**src/rtl/down_timer.sv**
```systemverilog
module down_timer #(
  parameter int CW = 32,
  parameter int AW = 8,
  parameter int DW = 32
) (
  input  logic          clk,
  input  logic          rst_n,
  input  logic [AW-1:0] bus_addr,
  input  logic          bus_we,
  input  logic [DW-1:0] bus_wdata,
  output logic [DW-1:0] bus_rdata,
  input  logic          tick_fast,
  input  logic          tick_slow,
  output logic          irq
);
  localparam logic [AW-1:0] OFS_START = AW'(8'h00);
  localparam logic [AW-1:0] OFS_COUNT = AW'(8'h04);
  localparam logic [AW-1:0] OFS_CTRL  = AW'(8'h08);
  localparam logic [AW-1:0] OFS_ACK   = AW'(8'h0C);
  localparam int BIT_RUN  = 7;
  localparam int BIT_PER  = 6;
  localparam int BIT_FAST = 3;

  logic [CW-1:0] start_q, count_q;
  logic          run_q, per_q, fast_q;

  wire start_wr = bus_we && bus_addr == OFS_START;
  wire ctrl_wr  = bus_we && bus_addr == OFS_CTRL;
  wire ack_wr   = bus_we && bus_addr == OFS_ACK;
  wire step     = run_q && (fast_q ? tick_fast : tick_slow);
  wire at_zero  = count_q == '0;
  wire underflow = step && at_zero;

  always_ff @(posedge clk or negedge rst_n) begin
    if (!rst_n) begin
      start_q <= '0;
      count_q <= '0;
      run_q   <= 1'b0;
      per_q   <= 1'b0;
      fast_q  <= 1'b0;
      irq     <= 1'b0;
    end else begin
      if (start_wr) begin
        start_q <= bus_wdata[CW-1:0];
        count_q <= bus_wdata[CW-1:0];
      end else if (step) begin
        count_q <= at_zero ? (per_q ? start_q : '1) : count_q - 1'b1;
      end
      if (ctrl_wr) begin
        run_q  <= bus_wdata[BIT_RUN];
        per_q  <= bus_wdata[BIT_PER];
        fast_q <= bus_wdata[BIT_FAST];
      end
      if (underflow)   irq <= 1'b1;
      else if (ack_wr) irq <= 1'b0;
    end
  end

  always_comb begin
    bus_rdata = '0;
    case (bus_addr)
      OFS_START: bus_rdata = DW'(start_q);
      OFS_COUNT: bus_rdata = DW'(count_q);
      OFS_CTRL: begin
        bus_rdata[BIT_RUN]  = run_q;
        bus_rdata[BIT_PER]  = per_q;
        bus_rdata[BIT_FAST] = fast_q;
      end
      default: bus_rdata = '0;
    endcase
  end

  // a start-value write lands in the counter
  p_start_copy_r2: assert property (@(posedge clk) disable iff (!rst_n)
    start_wr |=> count_q == $past(bus_wdata[CW-1:0]));
  // disabled channel holds its count
  p_hold_r3: assert property (@(posedge clk) disable iff (!rst_n)
    (!run_q && !start_wr) |=> $stable(count_q));
  // one step per tick
  p_step_r3: assert property (@(posedge clk) disable iff (!rst_n)
    (step && !at_zero && !start_wr) |=> count_q == $past(count_q) - 1'b1);
  // underflow raises the interrupt
  p_irq_set_r5: assert property (@(posedge clk) disable iff (!rst_n)
    underflow |=> irq);
  // free mode wraps to all ones
  p_wrap_r6: assert property (@(posedge clk) disable iff (!rst_n)
    (underflow && !per_q && !start_wr) |=> &count_q);
  // interrupt is sticky without a clear write
  p_irq_sticky_r10: assert property (@(posedge clk) disable iff (!rst_n)
    (irq && !ack_wr) |=> irq);
  // a clear write without an underflow drops the interrupt
  p_irq_clear_r7: assert property (@(posedge clk) disable iff (!rst_n)
    (ack_wr && !underflow) |=> !irq);
endmodule

```
**config.mk**
```make
export PLATFORM = sky130hd
export DESIGN_NAME = down_timer
export DESIGN_NICKNAME = d
export VERILOG_FILES = /design/src/rtl/down_timer.sv
export SDC_FILE = /design/constraint.sdc
export NUM_CORES = 1
export LEC_CHECK = 0
export BUFFER_PORTS_ARGS = -buffer_cell sky130_fd_sc_hd__buf_2
export CAP_MARGIN = 15
export CORE_ASPECT_RATIO = 1.75
export CORE_MARGIN = 3
export CORE_UTILIZATION = 51
export CTS_CLUSTER_DIAMETER = 50
export DETAILED_ROUTE_END_ITERATION = 12
export GPL_ROUTABILITY_DRIVEN = 0
export PLACE_DENSITY = 0.84
export SYNTH_ARGS = -nofsm -noshare
export SYNTH_HDL_FRONTEND = slang
export SYNTH_SLANG_ARGS = --single-unit
```
**constraint.sdc**
```tcl
create_clock -name clk -period 2.1 [get_ports clk]
set_input_delay 0.21 -clock clk [delete_from_list [all_inputs] [get_ports clk]]
set_output_delay 0.21 -clock clk [all_outputs]
set_load 0.02 [all_outputs]
```
==> results.py, run 1 <==
metrics = {
    "outcome": {
        "outcome": "complete, but fails checks",
        "violations": "negative setup slack",
    },
    "timing": {
        "finalWorstSetupSlack_ns": -0.0762,
        "period_needed_ns": 2.18,
        "slew_viol_final": 0,
        "post-route-period-util": 1.04,
        "slew_headroom": 0.681,
        "max_freq_mhz": 460,
        "setup_viol": 9,
        "tightestPinTransition_ns": 0.475,
        "grt_setup_unrepaired": "yes",
        "finalClockSkew_ns": 0.00663,
        "final.setup.tns_ns": -0.378,
        "hold_viol_final": 0,
    },
    "final_layout": {
        "area_delta_synth_final_pct": 28.4,
        "final_nets": 657,
        "fin_cells": 705,
        "drive_gt1_frac": 0.317,
        "fin_area_um2": 5430,
        "diodes": 0,
        "postLayoutCoreUtil": 0.678,
    },
    "worst_setup_path": {
        "worstSetupPathType": "reg2reg",
        "arrival_ns": 2.42,
        "required_ns": 2.35,
        "end_kind": "flop",
        "cp_max_fo": 6,
        "startpoint_type": "flop",
    },
    "clock_tree": {
        "clock-sinks": 68,
        "clk_root_buffer_cell": "clkbuf_16",
        "clock_path_buffers": 2,
        "insertion_delay_ns": 0.34,
        "clk_pin_slew_ns": 0.06,
        "cts_made_buffers": 9,
        "htree_levels": 3,
        "cts_tree": "built",
    },
    "drt": {
        "routedWlPerCell_um": 19.3,
        "ant_nets": 0,
        "dr.pass1.iters": 5,
        "drc_errors": 0,
        "initialDrtViolationCount": 372,
        "via_per_inst": 6.36,
        "wl_mm": 13.6,
        "vias": 4483,
    },
    "synth": {
        "synthArstFlopShare": 1.00,
        "synth-edff-count": 0,
        "synth_seq_cells": 68,
        "synth_compound_area_frac": 0.185,
        "synth_xor_area_frac": 0.0455,
        "synth_ff_type": "dfrtp_1",
        "synth.avg_cell_area_um2": 8.55,
        "netlist_instances": 495,
        "synth_fp_nets": 542,
        "muxShareOfSynthArea": 0.0201,
        "seq_area_frac_synth": 0.402,
        "synthesis.area_um2": 4230,
        "synthAdderAreaFrac": 0.00591,
        "synth-simple-area-share": 0.296,
        "synth_top_family_by_area": "simple AND/OR/NAND/NOR gates",
        "synth_warnings": 0,
        "yosysUniqueCellTypes": 57,
    },
    "global_routing": {
        "grt_pass1_vias": 4580,
        "grt.overflow.total": 0,
        "antenna_found_initial": 0,
        "grt_max_degree": 37,
        "track_usage": 0.294,
        "grt_pass1_wl_mm": 21.4,
    },
    "placed_design": {
        "place_area_um2": 4970,
        "post-place-cells": 681,
        "dp_hpwl_mm": 9.48,
        "io_buffers": 77,
    },
    "run": {
        "maxCapViolations": 0,
    },
    "floorplanning": {
        "die_w_um": 74.9,
        "dieArea_um2": 9470,
        "pin_count": 78,
        "core_um2": 8020,
        "die_h_um": 127,
        "num_rows": 43,
        "start_util": 0.528,
    },
    "power": {
        "ir_drop_mv": 0.646,
        "leakage_nw": 2.71,
        "power.density_nw_per_um2": 1330,
        "power_mw": 7.23,
    },
    "worst_hold_path": {
        "hp-class": "in2reg",
    },
}
-- synthesized netlist by cell type (all sizes together) (4+ instances only) --
| cell type | count | share of area |
|---|---|---|
| a21boi | 5 | 0.0089 |
| xnor2 | 14 | 0.029 |
| buf | 15 | 0.022 |
| nor2 | 28 | 0.025 |
| and3 | 4 | 0.0059 |
| nand3 | 16 | 0.020 |
| or3 | 4 | 0.0062 |
| o21ai | 22 | 0.026 |
| a22o | 29 | 0.060 |
| nand2 | 127 | 0.11 |
| mux2i | 4 | 0.0095 |
| dfrtp | 68 | 0.40 |
| nor3 | 15 | 0.018 |
| nand4 | 7 | 0.014 |
| clkbuf | 18 | 0.016 |
| nand3b | 17 | 0.030 |
| o211ai | 17 | 0.030 |
| nor3b | 5 | 0.016 |
| a211oi | 4 | 0.0071 |
| mux2 | 4 | 0.011 |
| o221ai | 4 | 0.0083 |
| nor2b | 6 | 0.0089 |
| a21oi | 6 | 0.0071 |
| nor4 | 8 | 0.018 |
| xor2 | 8 | 0.017 |
| inv | 7 | 0.0062 |
-- area by class of cell --
cell class / instances / area (um^2)
inverter: 7 / 26.3
fill: 602 / 2580
clock inverter: 5 / 50.0
tap: 90 / 113
timing repair buffer: 137 / 857
multi-input combinational: 387 / 2430
clock buffer: 11 / 253
sequential: 68 / 1700
-- cells in the final DEF (no fill, tap or decap), drive strengths merged, types with 2 or more instances in the layout --
cell type	n
o221ai	4
a31o	2
clkbuf	11
a211oi	4
nor4	8
nor3b	5
a31oi	2
mux2	4
nor3	15
a21o	2
or3	4
nand3	16
nand4	7
a21boi	5
clkinv	4
or2	2
nand4b	2
o31ai	3
ha	2
nand2	127
nor2b	6
inv	7
a221o	3
xnor2	14
and3	4
o21ai	22
mux2i	4
dfrtp	68
nand3b	17
a21oi	6
a22oi	2
xor2	8
and2	3
buf	136
nor2	28
a22o	29
o211ai	17
o21a	3
-- layer usage --
| layer | vias to the layer above | global-route usage | wire length, um |
|---|---|---|---|
| met5 | - | 0 | 0 |
| met4 | 0 | 0.189 | 660 |
| met3 | 71 | 0.0309 | 762 |
| met2 | 270 | 0.513 | 7370 |
| met1 | 2144 | 0.324 | 4830 |
| li1 | 1998 | - | - |
-- worst max-delay path: stages (launching register included) --
cell      delay [ns]
dfrtp_1         0.40
or4_4           0.58
nor3b_4         0.30
nand3_2         0.15
nor2_4          0.18
buf_6           0.16
o21ai_0         0.11
o211ai_1        0.20
-- stage by stage --
step,setup WS [ns],hold slack [ns]
final,-0.0762,0.0812
after global routing,-0.121,0.0887
after CTS,-0.0390,0.0779
after detailed placement,-0.0367,0.277
after global placement,0.0673,0.268
after floorplan,0.0497,-0.0856
-- where the power goes --
part	leakage [nW]	internal, mW	switching (mW)	total (mW)
clock	0.155	0.974	0.553	1.53
sequential	0.917	1.59	0.373	1.96
combinational	1.64	1.71	2.03	3.74
total	2.71	4.27	2.96	7.23
-- cell families after synthesis --
family,Yosys count
adder cells (fa/ha/maj),2
buffers and inverters,40
AO/OA/AOI/OAI,107
flip-flops,68
multiplexers,8
XOR/XNOR,22
AND/OR/NAND/NOR,248
-- worst paths after layout --
kind                                          from                 endpoint  slack (ns)  depth (start not counted)
min in group asynchronous                    rst_n  count_q[16]$_DFFE_PN0P_        0.45                          3
max in group asynchronous                    rst_n   start_q[1]$_DFFE_PN0P_        1.29                          3
max                        count_q[18]$_DFFE_PN0P_   count_q[9]$_DFFE_PN0P_       -0.08                          7
min reg2reg                 start_q[4]$_DFFE_PN0P_   start_q[4]$_DFFE_PN0P_        0.50                          2
max reg2reg                count_q[18]$_DFFE_PN0P_   count_q[9]$_DFFE_PN0P_       -0.08                          7
min                                  bus_wdata[12]  start_q[12]$_DFFE_PN0P_        0.08                          3
-- timing repair --
| action | CTS | global route |
|---|---|---|
| pin swaps | 3 | 18 |
| endpoints found under the setup margin | 14 | 50 |
| buffers inserted | 1 | 5 |
| hold buffers | 1 | 0 |
| resized for setup | 3 | 33 |
| cloned | 0 | 1 |
| endpoints found under the hold margin | 68 | 0 |
-- sequential cells by signal (all words and copies together), names as in the netlist --
name     count
fast_q       1
start_q     32
run_q        1
irq          1
count_q     32
per_q        1
Note: power is estimated with default switching activity, not from simulation.
==> inputs of run 2 (changes only) <==
--- a/config.mk
+++ b/config.mk
@@ -9,11 +9,12 @@
 export CAP_MARGIN = 15
 export CORE_ASPECT_RATIO = 1.75
 export CORE_MARGIN = 3
-export CORE_UTILIZATION = 51
+export CORE_UTILIZATION = 61
 export CTS_CLUSTER_DIAMETER = 50
 export DETAILED_ROUTE_END_ITERATION = 12
 export GPL_ROUTABILITY_DRIVEN = 0
-export PLACE_DENSITY = 0.84
+export PLACE_DENSITY = 0.93
 export SYNTH_ARGS = -nofsm -noshare
 export SYNTH_HDL_FRONTEND = slang
 export SYNTH_SLANG_ARGS = --single-unit
+export TNS_END_PERCENT = 1
==> constraint.sdc (replaced) <==
create_clock -name clk -period 2.7 [get_ports clk]
set_input_delay 0.27 -clock clk [delete_from_list [all_inputs] [get_ports clk]]
set_output_delay 0.27 -clock clk [all_outputs]
set_load 0.02 [all_outputs]
==> run 2 against run 1 <==
  * The flow now finishes without violations
  * Cell count fell by 7.8%
  * Critical path depth shrank 1
  * Power fell by 35%
  * Clock-buffer cell count up 2
  * Final area down 9.3%
  * Non-clock buffer count fell by 44
  * Setup slack improved by 0.34 ns
  * Worst hold slack gained 0.057 ns
  * Global-route usage grew 4.0 points
  * Combinational power shrank 45%
  * Maximum frequency down 11%
  * Register-to-register slack gained 0.34 ns
==> results.py, run 2 (synthesized netlist as in run 1, its figures left out) <==
metrics = {
    "power": {
        "ir_drop_mv": 0.635,
        "p_clk_frac": 0.214,
        "power.switching_mw": 2.00,
        "power.internal_mw": 2.70,
        "power.share.sequential": 0.347,
        "combPwrFrac": 0.439,
        "leakage_nw": 2.43,
        "switching_share": 0.426,
        "power.density_nw_per_um2": 953,
    },
    "clock_tree": {
        "htree_levels": 3,
        "insertion_delay_ns": 0.34,
        "cts_made_buffers": 9,
        "clock-sinks": 68,
        "clock_path_buffers": 2,
        "clk_pin_slew_ns": 0.05,
        "clk_root_buffer_cell": "clkbuf_16",
        "hold_buffers": 1,
        "postCtsSetupBuffers": 0,
        "cts_resized": 0,
        "cts_tree": "built",
    },
    "drt": {
        "vias": 4202,
        "ant_nets": 0,
        "wl_mm": 12.2,
        "drc_errors": 0,
        "routedWlPerCell_um": 18.7,
        "via_per_inst": 6.46,
        "dr.pass1.iters": 5,
        "initialDrtViolationCount": 408,
    },
    "worst_setup_path": {
        "startpoint_type": "flop",
        "cp_max_fo": 20,
        "end_kind": "flop",
        "rr_worst_depth": 6,
        "worstSetupPathType": "reg2reg",
        "arrival_ns": 2.68,
        "required_ns": 2.95,
    },
    "worst_hold_path": {
        "worstHoldPathCells": 3,
        "hp-class": "in2reg",
    },
    "floorplanning": {
        "num_rows": 39,
        "die_h_um": 116,
        "die_w_um": 69.0,
        "start_util": 0.638,
        "pin_count": 78,
        "dieArea_um2": 8010,
        "core_um2": 6640,
    },
    "final_layout": {
        "mostFrequentLayoutCells": "126 x nand2_1, 77 x buf_2, 68 x dfrtp_1",
        "drive_gt1_frac": 0.220,
        "final_common_cell": "nand2_1",
        "area_delta_synth_final_pct": 16.5,
        "top_regs": "count_q (32), start_q (32)",
        "final_nets": 613,
        "diodes": 0,
        "postLayoutCoreUtil": 0.743,
        "num-fill-cells": 498,
    },
    "outcome": {
        "outcome": "finished, final reports clean",
    },
    "global_routing": {
        "grt_pass1_wl_mm": 20.0,
        "grt_max_degree": 44,
        "grt_pass1_vias": 4240,
        "track_usage": 0.335,
        "grt.overflow.total": 0,
        "antenna_found_initial": 0,
    },
    "timing": {
        "tightestPinTransition_ns": 1.10,
        "slew_headroom": 0.266,
        "post-route-period-util": 0.901,
        "finalWorstSetupSlack_ns": 0.267,
        "max_freq_mhz": 411,
        "final.setup.tns_ns": 0,
        "finalClockSkew_ns": 0.00362,
        "slew_viol_final": 0,
        "hold_viol_final": 0,
        "grt_setup_unrepaired": "no",
        "setup_viol": 0,
        "period_needed_ns": 2.43,
    },
    "placed_design": {
        "pre_cts_ws_ns": 0.332,
        "io_buffers": 77,
        "dp_hpwl_mm": 8.43,
    },
    "run": {
        "maxCapViolations": 0,
    },
}
-- run 2: changes by cell type in the layout (fill, tap and decap cells not counted), moves of 3 or more --
| cell | delta |
|---|---|
| nor2_1 | +3 |
| o21ai_0 | +7 |
| o21ai_2 | -5 |
| buf_6 | -3 |
| clkbuf_1 | +4 |
| buf_4 | -40 |
| nor4_1 | +3 |
| clkinv_2 | -4 |
-- run 2: path summary, 6_finish.rpt --
kind | startpoint | end | slack [ns]
min in group asynchronous | rst_n | start_q[24]$_DFFE_PN0P_ | 0.34
min reg2reg | start_q[13]$_DFFE_PN0P_ | start_q[13]$_DFFE_PN0P_ | 0.50
min | bus_wdata[2] | start_q[2]$_DFFE_PN0P_ | 0.14
max reg2reg | count_q[26]$_DFFE_PN0P_ | count_q[26]$_DFFE_PN0P_ | 0.27
max | count_q[26]$_DFFE_PN0P_ | count_q[26]$_DFFE_PN0P_ | 0.27
max in group asynchronous | rst_n | start_q[11]$_DFFE_PN0P_ | 1.66
-- run 2: metrics by stage --
step	std cells	hold WS, ns	total power [mW]	cell area [um^2]
after detailed placement	636	0.164	3.61	4680
after global placement	636	0.160	3.52	4680
after floorplan	495	-0.0256	3.15	4230
after global routing	650	0.149	5.01	4930
after CTS	650	0.141	4.65	4930
final	650	0.138	4.70	4930
-- run 2: power by group through the flow --
stage,registers [mW],logic (mW),clock network [mW]
after floorplan,1.50,1.66,0
after global placement,1.60,1.92,0
after detailed placement,1.62,1.98,0
after CTS,1.61,2.04,1.00
after global routing,1.66,2.29,1.06
final,1.63,2.06,1.01
-- run 2: cell type report --
cell class,instances,area [um^2],share of cell area
Tap cell,82,103,0.0208
Clock buffer,13,240,0.0487
Sequential cell,68,1700,0.345
Multi-Input combinational cell,387,2350,0.477
Inverter,7,26.3,0.00533
Timing Repair Buffer,93,508,0.103
-- run 2: critical path: stages, from the launching register on --
cell and delay, ns:
dfrtp_1 0.43, nor4_1 0.53, and3_1 0.35, and4_4 0.34
buf_4 0.27, nand2_1 0.15, o221ai_1 0.25
-- run 2: layer usage --
| metal | track usage | routed length [um] | up-vias |
|---|---|---|---|
| met5 | 0 | 0 | - |
| met4 | 0.199 | 671 | 0 |
| met3 | 0.0866 | 906 | 66 |
| met2 | 0.553 | 6290 | 221 |
| met1 | 0.378 | 4320 | 2011 |
| li1 | - | - | 1904 |
==> inputs of run 3 (changes only) <==
--- a/config.mk
+++ b/config.mk
@@ -8,7 +8,6 @@
 export BUFFER_PORTS_ARGS = -buffer_cell sky130_fd_sc_hd__buf_2
 export CAP_MARGIN = 15
 export CORE_ASPECT_RATIO = 1.75
-export CORE_MARGIN = 3
 export CORE_UTILIZATION = 61
 export CTS_CLUSTER_DIAMETER = 50
 export DETAILED_ROUTE_END_ITERATION = 12
==> run 3 against run 2 <==
  * Power up 1.4%
  * Combinational power barely moved
  * Sequential power about the same
  * Clock-buffer cell count did not move
  * Critical endpoint is now count_q[4]$_DFFE_PN0P_
  * Non-clock buffer count fell by 3
  * Setup slack worse by 0.011 ns
  * Final area up 0.36%
==> results.py, run 3 (synthesized netlist as in run 1, its figures left out) <==
metrics = {
    "worst_setup_path": {
        "cp_max_fo": 15,
        "worstSetupPathType": "reg2reg",
        "end_kind": "flop",
        "startpoint_type": "flop",
        "required_ns": 2.94,
        "arrival_ns": 2.69,
    },
    "floorplanning": {
        "core_um2": 6640,
        "num_rows": 39,
        "die_h_um": 112,
        "dieArea_um2": 7290,
        "die_w_um": 65.0,
        "start_util": 0.638,
        "pin_count": 78,
    },
    "timing": {
        "hold_viol_final": 0,
        "max_freq_mhz": 409,
        "slew_viol_final": 0,
        "hold_ws_ns": 0.0165,
        "tightestPinTransition_ns": 0.966,
        "slew_headroom": 0.354,
        "setup_viol": 0,
        "period_needed_ns": 2.44,
        "final.setup.tns_ns": 0,
        "grt_setup_unrepaired": "no",
        "post-route-period-util": 0.905,
        "finalClockSkew_ns": 0.00507,
        "finalWorstSetupSlack_ns": 0.256,
    },
    "drt": {
        "drc_errors": 0,
        "dr.pass1.iters": 5,
        "ant_nets": 0,
        "wl_mm": 12.1,
        "routedWlPerCell_um": 18.6,
        "via_per_inst": 6.49,
        "initialDrtViolationCount": 403,
        "vias": 4212,
    },
    "placed_design": {
        "post-place-cells": 634,
        "io_buffers": 77,
        "dp_hpwl_mm": 8.23,
        "place_area_um2": 4680,
        "pre_cts_ws_ns": 0.336,
    },
    "power": {
        "p_clk_frac": 0.227,
        "ir_drop_mv": 0.620,
        "leakage_nw": 2.44,
        "power_mw": 4.76,
        "combPwrFrac": 0.431,
        "power.internal_mw": 2.75,
        "switching_share": 0.422,
        "power.share.sequential": 0.343,
        "power.density_nw_per_um2": 963,
        "power.switching_mw": 2.01,
    },
    "global_routing": {
        "grt_pass1_wl_mm": 19.7,
        "grt_pass1_vias": 4176,
        "track_usage": 0.356,
        "grt.overflow.total": 0,
        "grt_max_degree": 44,
        "antenna_found_initial": 0,
    },
    "clock_tree": {
        "clock-sinks": 68,
        "hold_buffers": 0,
        "clock_path_buffers": 2,
        "cts_tree": "built",
        "htree_levels": 3,
        "cts_made_buffers": 9,
        "clk_root_buffer_cell": "clkbuf_16",
        "cts_resized": 0,
        "clk_pin_slew_ns": 0.05,
        "postCtsSetupBuffers": 0,
        "insertion_delay_ns": 0.34,
    },
    "final_layout": {
        "mostFrequentLayoutCells": "126 x nand2_1, 77 x buf_2, 68 x dfrtp_1",
        "area_delta_synth_final_pct": 16.9,
        "fin_cells": 649,
        "final_common_cell": "nand2_1",
        "postLayoutCoreUtil": 0.745,
        "diodes": 0,
        "num-fill-cells": 478,
        "top_regs": "count_q (32), start_q (32)",
        "drive_gt1_frac": 0.224,
        "final_nets": 610,
        "fin_area_um2": 4950,
    },
    "worst_hold_path": {
        "hp-class": "in2async",
    },
    "outcome": {
        "outcome": "finished, final reports clean",
    },
    "run": {
        "maxCapViolations": 0,
    },
}
==> run 3: area by class of cell <==
type,instances,area (um^2),area share
Sequential cell,68,1700,0.344
Timing Repair Buffer,90,495,0.100
Clock buffer,13,260,0.0526
Multi-Input combinational cell,387,2350,0.475
Tap cell,82,103,0.0207
Inverter,7,26.3,0.00531
Clock inverter,2,10.0,0.00202
==> run 3: per-layer routing <==
layer | track usage | vias to the layer above | share of wire
met4 | 0.243 | 0 | 0.047
met1 | 0.404 | 1963 | 0.35
li1 | - | 1898 | -
met3 | 0.0610 | 68 | 0.083
met2 | 0.596 | 283 | 0.52
met5 | 0 | - | 0
==> run 3: final timing paths <==
kind / to / slack [ns] / depth (start not counted) / from
worst max-delay path: count_q[4]$_DFFE_PN0P_ / 0.26 / 6 / fast_q$_DFFE_PN0P_
worst min-delay path: start_q[19]$_DFFE_PN0P_ / 0.02 / 1 / rst_n
worst max register to register: count_q[4]$_DFFE_PN0P_ / 0.26 / 6 / fast_q$_DFFE_PN0P_
worst min register to register: start_q[4]$_DFFE_PN0P_ / 0.50 / 2 / start_q[4]$_DFFE_PN0P_
max in group asynchronous: count_q[31]$_DFFE_PN0P_ / 2.01 / 2 / rst_n
min in group clk: start_q[29]$_DFFE_PN0P_ / 0.14 / 3 / bus_wdata[29]
==> run 3: worst max-delay path: stages, from the launching register on <==
cell and delay [ns]:
dfrtp_1 0.37, mux2_2 0.35, and2_1 0.28, nor2_1 0.78, buf_4 0.37, nand2_1 0.09, o211ai_1 0.11
==> run 3: power by group through the flow <==
stage          Sequential, mW  Combinational, mW  Clock [mW]
2_1_floorplan            1.50               1.66           0
3_3_place_gp             1.61               1.90           0
3_5_place_dp             1.63               1.99           0
4_1_cts                  1.62               2.02        1.09
5_1_grt                  1.66               2.26        1.13
6_report                 1.63               2.05        1.08
